$ cat config.mk
export PLATFORM = sky130hd
export DESIGN_NAME = dma_chan_seq
export DESIGN_NICKNAME = d
export VERILOG_FILES = /design/src/rtl/dma_chan_seq.sv
export SDC_FILE = /design/constraint.sdc
export NUM_CORES = 1
export LEC_CHECK = 0
export CAP_MARGIN = 10
export CORE_ASPECT_RATIO = 1.2
export CORE_MARGIN = 2
export CORE_UTILIZATION = 36
export CTS_BUF_LIST = sky130_fd_sc_hd__clkbuf_16
export DETAILED_ROUTE_END_ITERATION = 8
export PLACE_DENSITY = 0.57
export SYNTH_ARGS = -nofsm -noshare
export SYNTH_HDL_FRONTEND = slang
export SYNTH_SLANG_ARGS = --single-unit
$ cat constraint.sdc
create_clock -name clk -period 4.62 [get_ports clk]
set_clock_uncertainty 0.15 [all_clocks]
set_input_delay 0.924 -clock clk [delete_from_list [all_inputs] [get_ports clk]]
set_output_delay 0.924 -clock clk [all_outputs]
set_load 0.005 [all_outputs]
$ cat src/rtl/dma_chan_seq.sv
module dma_chan_seq #(
  parameter int AW = 32,
  parameter int CW = 16,
  parameter int BW = 8
) (
  input  logic          clk,
  input  logic          rst_n,
  input  logic          cfg_we,
  input  logic [2:0]    cfg_sel,
  input  logic [AW-1:0] cfg_wdata,
  input  logic          req,
  input  logic          ext_stop,
  input  logic          sw_stop,
  input  logic          acc_done,
  input  logic          acc_err,
  output logic          acc_valid,
  output logic          acc_write,
  output logic [AW-1:0] acc_addr,
  output logic [1:0]    acc_size,
  output logic [AW-1:0] src_q,
  output logic [AW-1:0] dst_q,
  output logic [CW-1:0] cnt_q,
  output logic          chan_en,
  output logic [2:0]    end_code,
  output logic          busy
);
  typedef enum logic [1:0] {S_IDLE, S_RUN, S_WB} st_t;

  st_t           st;
  logic [AW-1:0] wsrc, wdst;
  logic [CW-1:0] rld_r, wcnt;
  logic [BW-1:0] blk_r, bcnt;
  logic [9:0]    ctl_r;
  logic          phase;

  function automatic logic [AW-1:0] nxt(input logic [AW-1:0] a, input logic [1:0] m,
                                        input logic [1:0] sz);
    logic [AW-1:0] d;
    d = (sz == 2'd0) ? AW'(1) : (sz == 2'd1) ? AW'(2) : AW'(4);
    case (m)
      2'd1:    return a + d;
      2'd2:    return a - d;
      default: return a;
    endcase
  endfunction

  wire fly      = ctl_r[1];
  wire use_dst  = fly | phase;
  wire last_acc = fly | phase;
  wire blk_end  = last_acc && (bcnt == blk_r - BW'(1));
  wire [CW-1:0] cnt_next = wcnt - CW'(1);

  wire err_hit  = (st == S_RUN) && acc_done && acc_err;
  wire stop_hit = ctl_r[0] && (st != S_WB) && (err_hit || ext_stop || sw_stop);
  wire [2:0] stop_code = err_hit ? 3'b010 : ext_stop ? 3'b011 : 3'b100;

  assign acc_valid = (st == S_RUN);
  assign acc_addr  = use_dst ? wdst : wsrc;
  assign acc_write = fly ? ctl_r[2] : phase;
  assign acc_size  = ctl_r[8:7];
  assign busy      = (st != S_IDLE);
  assign chan_en   = ctl_r[0];

  always_ff @(posedge clk or negedge rst_n) begin
    if (!rst_n) begin
      st       <= S_IDLE;
      src_q    <= '0;
      dst_q    <= '0;
      cnt_q    <= '0;
      rld_r    <= '0;
      blk_r    <= '0;
      ctl_r    <= '0;
      end_code <= '0;
      wsrc     <= '0;
      wdst     <= '0;
      wcnt     <= '0;
      bcnt     <= '0;
      phase    <= 1'b0;
    end else begin
      if (cfg_we) begin
        case (cfg_sel)
          3'd0: src_q <= cfg_wdata;
          3'd1: dst_q <= cfg_wdata;
          3'd2: begin
            cnt_q <= cfg_wdata[CW-1:0];
            rld_r <= cfg_wdata[CW-1:0];
          end
          3'd3: blk_r <= cfg_wdata[BW-1:0];
          3'd4: begin
            ctl_r    <= cfg_wdata[9:0];
            end_code <= 3'b000;
          end
          default: ;
        endcase
      end
      case (st)
        S_IDLE: begin
          if (stop_hit) begin
            end_code <= stop_code;
            ctl_r[0] <= 1'b0;
          end else if (ctl_r[0] && end_code == 3'b000 && req) begin
            wsrc  <= src_q;
            wdst  <= dst_q;
            wcnt  <= cnt_q;
            bcnt  <= '0;
            phase <= 1'b0;
            st    <= S_RUN;
          end
        end
        S_RUN: begin
          if (stop_hit) begin
            end_code <= stop_code;
            ctl_r[0] <= 1'b0;
            st       <= S_IDLE;
          end else if (acc_done) begin
            if (use_dst) wdst <= nxt(wdst, ctl_r[6:5], ctl_r[8:7]);
            else         wsrc <= nxt(wsrc, ctl_r[4:3], ctl_r[8:7]);
            if (!fly) phase <= ~phase;
            if (last_acc) bcnt <= bcnt + BW'(1);
            if (blk_end) st <= S_WB;
          end
        end
        default: begin
          src_q <= wsrc;
          dst_q <= wdst;
          if (cnt_next == '0) begin
            if (ctl_r[9]) cnt_q <= rld_r;
            else begin
              cnt_q    <= '0;
              end_code <= 3'b001;
              ctl_r[0] <= 1'b0;
            end
          end else begin
            cnt_q <= cnt_next;
          end
          st <= S_IDLE;
        end
      endcase
    end
  end
endmodule


==> results of run 1 <==
-- per-stage QoR --
| step | cells | utilization | instance area [µm²] |
|---|---|---|---|
| 3_3_place_gp | 2098 | 0.4213 | 15420 |
| 4_1_cts | 2141 | 0.4412 | 16150 |
| 3_5_place_dp | 2098 | 0.4213 | 15420 |
| 5_1_grt | 2141 | 0.4412 | 16150 |
| 6_report | 2141 | 0.4412 | 16150 |
| 2_1_floorplan | 1520 | - | 13290 |
-- synth_stat cells (3+ instances only) --
| library cell | number |
|---|---|
| and2_1 | 3 |
| nand2b_1 | 16 |
| a21o_1 | 22 |
| inv_1 | 34 |
| o21ai_1 | 5 |
| o31a_1 | 3 |
| o211ai_1 | 7 |
| nand4_1 | 14 |
| nand2_1 | 259 |
| nand3b_1 | 3 |
| xor2_1 | 29 |
| buf_1 | 9 |
| and4_1 | 3 |
| a21oi_1 | 99 |
| nand3_1 | 23 |
| o21bai_1 | 5 |
| o221ai_1 | 7 |
| dfrtp_1 | 208 |
| nor4_1 | 3 |
| nor2b_1 | 12 |
| mux2i_1 | 76 |
| o31ai_1 | 3 |
| a31oi_1 | 27 |
| nor3b_1 | 5 |
| o21ai_0 | 165 |
| or3_1 | 5 |
| mux2_2 | 63 |
| a211oi_1 | 24 |
| nor3_1 | 29 |
| clkbuf_1 | 69 |
| xnor2_1 | 48 |
| o21a_1 | 11 |
| ha_1 | 66 |
| nor2_1 | 113 |
| and3_1 | 8 |
-- power by group through the flow --
stage	clock (W)	sequential, W	combinational, W
final	0.00181	0.00317	0.00493
after global routing	0.00194	0.00327	0.00551
after CTS	0.00186	0.00317	0.00496
after detailed placement	0	0.00320	0.00492
after global placement	0	0.00319	0.00486
after floorplan	0	0.00292	0.00327
-- metal layers --
metal  wire length [µm]  GRT usage
met1              17510     0.2734
met2              19280     0.3512
met3               1588    0.02092
met4                896    0.05081
met5                  0          0
-- sequential cells by signal, indices dropped and copies added (netlist names) --
register	count
wsrc	32
wcnt	16
wdst	32
bcnt	8
cnt_q	16
ctl_r	10
src_q	32
dst_q	32
end_code	3
st	2
rld_r	16
blk_r	8
phase	1
-- worst paths after layout --
| path | slack, ns | to | cells after the start | start |
|---|---|---|---|---|
| setup / recovery | 0.58 | wsrc[30] | 13 | ctl_r[3] |
| hold / removal | 0.33 | blk_r[3] | 1 | rst_n |
| setup reg to reg | 0.58 | wsrc[30] | 13 | ctl_r[3] |
| hold reg to reg | 0.33 | rld_r[14] | 2 | rld_r[14] |
| max in group asynchronous | 3.04 | src_q[25] | 2 | rst_n |
| min in group clk | 0.33 | rld_r[14] | 2 | rld_r[14] |
-- cells by family after synthesis --
logic type / count (synthesis) / synth area share
flip-flops: 208 / 0.3918
adder cells (fa/ha/maj): 68 / 0.06517
buffers and inverters: 117 / 0.03381
XOR/XNOR: 77 / 0.05076
AO/OA/AOI/OAI: 406 / 0.1823
multiplexers: 139 / 0.1107
AND/OR/NAND/NOR: 505 / 0.1655
-- layout make-up --
class | instances | area, µm²
Inverter | 35 | 131.4
Clock inverter | 18 | 103.9
Tap cell | 474 | 593.1
Clock buffer | 25 | 625.6
Sequential cell | 208 | 5209
Fill cell | 3626 | 20460
Multi-Input combinational cell | 1195 | 7669
Timing Repair Buffer | 186 | 1821
-- critical path, stage by stage, from the launching register on --
cell and delay, ns:
dfrtp_1 0.37, nand2b_1 0.21, inv_1 0.44, ha_1 0.37, o21ai_0 0.19, a21oi_1 0.08
o21ai_0 0.34, a2111oi_2 0.18, a311oi_1 0.46, nor2_1 0.10, a211oi_1 0.47, o21ai_0 0.18
xnor2_1 0.17, o221ai_1 0.14
==> results.md, run 1 <==
* Outcome: finished, final reports clean
* Site Rows at 77
* Area grow syn2layout at 21.58%
* RSZ-0062 raised after global routing: false
* Critical Path Source Type: flip-flop
* Clock buffer depth at 3
* Pin count of the biggest net entering global routing at 98
* Starting DRT DRC Count at ~650
* CP Capture Type: flip-flop
* Hold-fix buffers, CTS at 0
* WL final at between 30000 and 40000 µm
* Sequential share of power at 0.320
* Synthesized flop and latch total at between 200 and 250
* Synth warnings at 0
* DR vias/cell at around 5.4
* Final setup fails at 0
* Netlist cell types at 69
* Worst path required time at a little under 5 ns
* Detail Placement HPWL at 28290 µm
* Setup TNS at 0 ns
* Max-slew headroom at 0.2802
* Power share of the combinational group at 0.497
* CTS tree: built
* Power density of the placed cells at 614.2 nW/µm²
* CTS sink count at 208
* Number of global-route vias before repair at approximately 12k
* NumNets Final at between 1.5k and 2k
* Layout cells sized above 1 at 0.08398
* GRT Util Overall at 0.2043
* Initial antenna violation count at 0
* Buffer count from post-CTS setup fixing at 0
* Switching power at approximately 0.004 W
* # IOs at about 160
* Initial Util at 0.3629
* Worst Tran Pin Value at ~1.1 ns
* Critical path class: flip-flop to flip-flop
* Num CTS Buffers at 25
* Clk pin slew, worst setup/hold paths at approximately 0.060 ns
* Leakage at between 6 and 7 nW
* Synthesized area per cell at 8.740 µm²
* Post_cts resized at 0
* Sw frac at 0.4085
* CTS root buf: clkbuf_16
* MaxCap Viol Count at 0
* Tot Pwr at 0.009920 W
* Main flop type after synthesis: dfrtp_1
* Core area at 36610 µm²
* Critical Path AT at between 4 and 5 ns
* Die Wd at around 180 µm
* Max-slew violations at 0
* Clock period minus worst slack at just over 4 ns
* Routability-driven placement congestion ratio at roughly 0.85
* Number of remaining DRC errors at 0
* Cell area after synthesis at 13290 µm²
* Net Count, Synth at between 1.5k and 2k
* Fraction of power consumed by the clock network at 0.183
* First-pass GRT wire length at roughly 63000 µm
* DRT antenna net count at 0
* Final Hold Fails at 0
* Pre-CTS setup slack at between 0.5 and 0.6 ns
* Post-Synthesis Cells at 1520
* Number of port buffers at approximately 160
* Crit share post-route at 0.8749
* Slack of the critical path at between 0.5 and 0.6 ns
* Grt ovf at 0
* F_max at approximately 250 MHz
* Ys async rst share at 1.000
* Drt pass-1 iters at 7
* Most frequent cells in the layout: nand2_1 (258), dfrtp_1 (207), o21ai_0 (165)
* Hold Path Class: input pin to async pin
* Worst Hold Slack at roughly 0.33 ns
* Share of the synthesized area in the top cell type at 0.3918
* N_diodes at 0
* Die area at between 30000 and 40000 µm²
* Int Power at between 0.005 and 0.006 W
* H-tree depth at 1
* Post-synthesis sequential area ratio at 0.3918
* Synth area leaders: dfrtp_1 (39%), nand2_1 (7.3%), ha_1 (6.2%)
* Number of synthesized flops with an enable pin at 0
* Largest fanout on the critical path at 16
* Synth area leader: dfrtp_1
* Worst skew pair latency at 0.53 ns
* Most common cell after layout, fill and taps aside: nand2_1
* Avg WL per Cell at about 18 µm
* Vias post-DR at approximately 12k
* Max IR drop VDD at between 0.0002 and 0.0003 V
* Die H at about 210 µm
Power figures use the tool's default switching activity.
==> inputs of run 2 (changes only) <==
TNS_END_PERCENT = 100   (was default)
==> results of run 2 <==
No change in the layout: final DEF, timing and power equal those of run 1.
==> inputs of run 3 (changes only) <==
SETUP_SLACK_MARGIN = 0.3   (was default)
==> run 3 against run 2 <==
Core utilization barely moved. Highest routed layer unchanged. Wire length barely moved. Critical path type unchanged. Register-to-register slack improved by 0.03 ns. Largest power group unchanged. Cell area barely moved. Via count barely moved. Clock power barely moved. Clock-buffer cell count did not move. Combinational power barely moved. Critical endpoint is now wsrc[29]. Critical path depth did not move. Hold slack did not move. Global-route usage did not move.
==> results.md, run 3 (synthesis gave the netlist of run 1 again) <==
* NumNets Final at 1762 (unchanged)
* # IOs at 164 (unchanged)
* Most used cell, CP: a21o_1
* Power density of the placed cells at 614.2 nW/µm² (about the same)
* Detail Placement HPWL at 28290 µm (unchanged)
* Total stage count of the critical path at 13 (unchanged)
* Slack of the critical path at 0.6042 ns (+0.02634 ns)
* Clock buffer depth at 3 (unchanged)
* Worst path cell trace: nand2b_1 -> clkinvlp_4 -> ha_1 -> a21o_1 -> a21o_1 -> a31oi_1 -> o21ai_1 -> a221o_1 -> a2111oi_4 -> o21bai_2 -> a2111o_1 -> a211o_1 -> nand3_1
* Number of remaining DRC errors at 0 (unchanged)
* Clk pin slew, worst setup/hold paths at 0.06 ns (about the same)
* CP bufs+invs at 1 (unchanged)
* WL final at 39290 µm (about the same)
* Crit share post-route at 0.8692 (-0.005702)
* CTS sink count at 208 (unchanged)
* Avg WL per Cell at 18.35 µm (about the same)
* Leakage at 6.820 nW (-0.10%)
* Outcome: finished, final reports clean
* Grt met3 use at 0.02092 (unchanged)
* Final setup fails at 0 (unchanged)
* Max-slew violations at 0 (unchanged)
* Initial Util at 0.3629 (unchanged)
* N_diodes at 0 (unchanged)
* Number of global-route vias before repair at 11.69k (unchanged)
* Pin count of the biggest net entering global routing at 98 (unchanged)
* Max IR drop VDD at 0.0002751 V (about the same)
* Worst Hold Slack at 0.3255 ns (unchanged)
* Vias post-DR at 11.55k (+0.069%)
* Busiest layer in global routing: met2
* Critical Path Source Type: flip-flop
* First-pass GRT wire length at 63050 µm (unchanged)
* Num CTS Buffers at 25 (unchanged)
* GRT Util Overall at 0.2043 (unchanged)
* Worst R2R End: wsrc[29]
* Routability-driven placement congestion ratio at 0.8497 (unchanged)
* R2r setup slk at 0.60 ns (+0.03 ns)
* Worst R2R Path Depth at 13 (unchanged)
* Number of port buffers at 163 (unchanged)
* Delay-heaviest family, CP: compound AO/OA/AOI/OAI gates
* Worst Tran Pin Value at 1.094 ns (+0.01437 ns)
* Worst Setup SP: ctl_r[4]
* Layout cells sized above 1 at 0.08518 (+0.001200)
* Tot Pwr at 0.009926 W (about the same)
* F_max at 249.0 MHz (+0.66%)
* Clock period minus worst slack at 4.016 ns (-0.02634 ns)
* Hold-fix buffers, CTS at 0 (unchanged)
* Buffer count from post-CTS setup fixing at 0 (unchanged)
* R2R Path Start: ctl_r[4]
* H-tree depth at 1 (unchanged)
* Core area at 36610 µm² (unchanged)
* Site Rows at 77 (unchanged)
* Pre-CTS setup slack at 0.5875 ns (unchanged)
* Max-slew headroom at 0.2706 (-0.009579)
* Largest fanout on the critical path at 16 (unchanged)
* CP Capture Type: flip-flop
* Final Hold Fails at 0 (unchanged)
* DR vias/cell at 5.396 (about the same)
* Die H at 214.4 µm (unchanged)
* Worst skew pair latency at 0.53 ns (about the same)
* Final cell count without fillers at 2141 (unchanged)
* Critical Path AT at 4.33 ns (+0.10 ns)
* Critical path class: flip-flop to flip-flop
* Number of placed instances, taps included at 2098 (unchanged)
* Die area at 38460 µm² (unchanged)
* Crit path max-delay cell type: ha_1
* Starting DRT DRC Count at 651 (+0.31%)
* GRT met1 Usage at 0.2734 (unchanged)
* Most frequent cells in the layout: nand2_1 (258), dfrtp_1 (207), o21ai_0 (165)
* Grt ovf at 0 (unchanged)
* Met2 track demand over resource at 0.3512 (unchanged)
* Max stage delay on crit path at 0.47 ns (about the same)
* MaxCap Viol Count at 0 (unchanged)
* Area grow syn2layout at 21.64% (about the same)
* Most common cell after layout, fill and taps aside: nand2_1
* DRT antenna net count at 0 (unchanged)
* CTS tree: built
* Initial antenna violation count at 0 (unchanged)
* Drt pass-1 iters at 5 (-2)
* Worst path required time at 4.93 ns (+0.12 ns)
* Die Wd at 179.4 µm (unchanged)
* Crit path to: wsrc[29]
* Setup TNS at 0 ns (unchanged)
* CTS root buf: clkbuf_16
* RSZ-0062 raised after global routing: true
* Hold Path Class: flip-flop to flip-flop
run 3: cell count changes in the layout (fill, tap and decap cells not counted):
cell,previous run,this run
a211oi_2,0,1
inv_1,35,34
clkinvlp_4,1,2
a211oi_1,24,23
run 3: layout make-up:
| class | instances | area [µm²] |
|---|---|---|
| fill | 3630 | 20450 |
| multi-input combinational | 1195 | 7674 |
| sequential | 208 | 5209 |
| timing repair buffer | 186 | 1821 |
| clock buffer | 25 | 625.6 |
| tap | 474 | 593.1 |
| inverter | 35 | 135.1 |
| clock inverter | 18 | 103.9 |
run 3: worst min-delay path by stage:
stage / from / endpoint / slack [ns] / cells past startpoint
finish: rld_r[14] / rld_r[14] / 0.33 / 2
global route: rld_r[1] / rld_r[1] / 0.36 / 2
CTS: rld_r[14] / rld_r[14] / 0.33 / 2
detailed placement: rld_r[1] / rld_r[1] / 0.31 / 2
global placement: rld_r[15] / rld_r[15] / 0.31 / 2
floorplan: rld_r[9] / rld_r[9] / 0.30 / 2
run 3: worst min-delay path, delay by kind of cell, from the launching register on:
family           cells  cell delay, ns
flip-flops           1            0.34
AND/OR/NAND/NOR      2            0.10
run 3: metrics by stage:
step | area (µm²) | utilization
5_1_grt | 16160 | 0.4414
6_report | 16160 | 0.4414
4_1_cts | 16150 | 0.4412
3_5_place_dp | 15420 | 0.4213
3_3_place_gp | 15420 | 0.4213
2_1_floorplan | 13290 | -
run 3: timing repair:
action / 4_1_cts / 5_1_grt
endpoints found under the setup margin: 0 / 2
endpoints found under the hold margin: 0 / 0
resized for setup: 0 / 2
run 3: where the power goes:
part           internal, W  switching (W)  total [W]
Combinational      0.00240        0.00253    0.00494
Sequential         0.00244       0.000735    0.00317
Clock              0.00103       0.000786    0.00181
Total              0.00587        0.00406    0.00993
run 3: metal layers:
metal | vias to the layer above | share of wire
met5 | - | 0
met4 | 0 | 0.023
met3 | 53 | 0.038
met2 | 257 | 0.49
met1 | 5583 | 0.45
li1 | 5659 | -
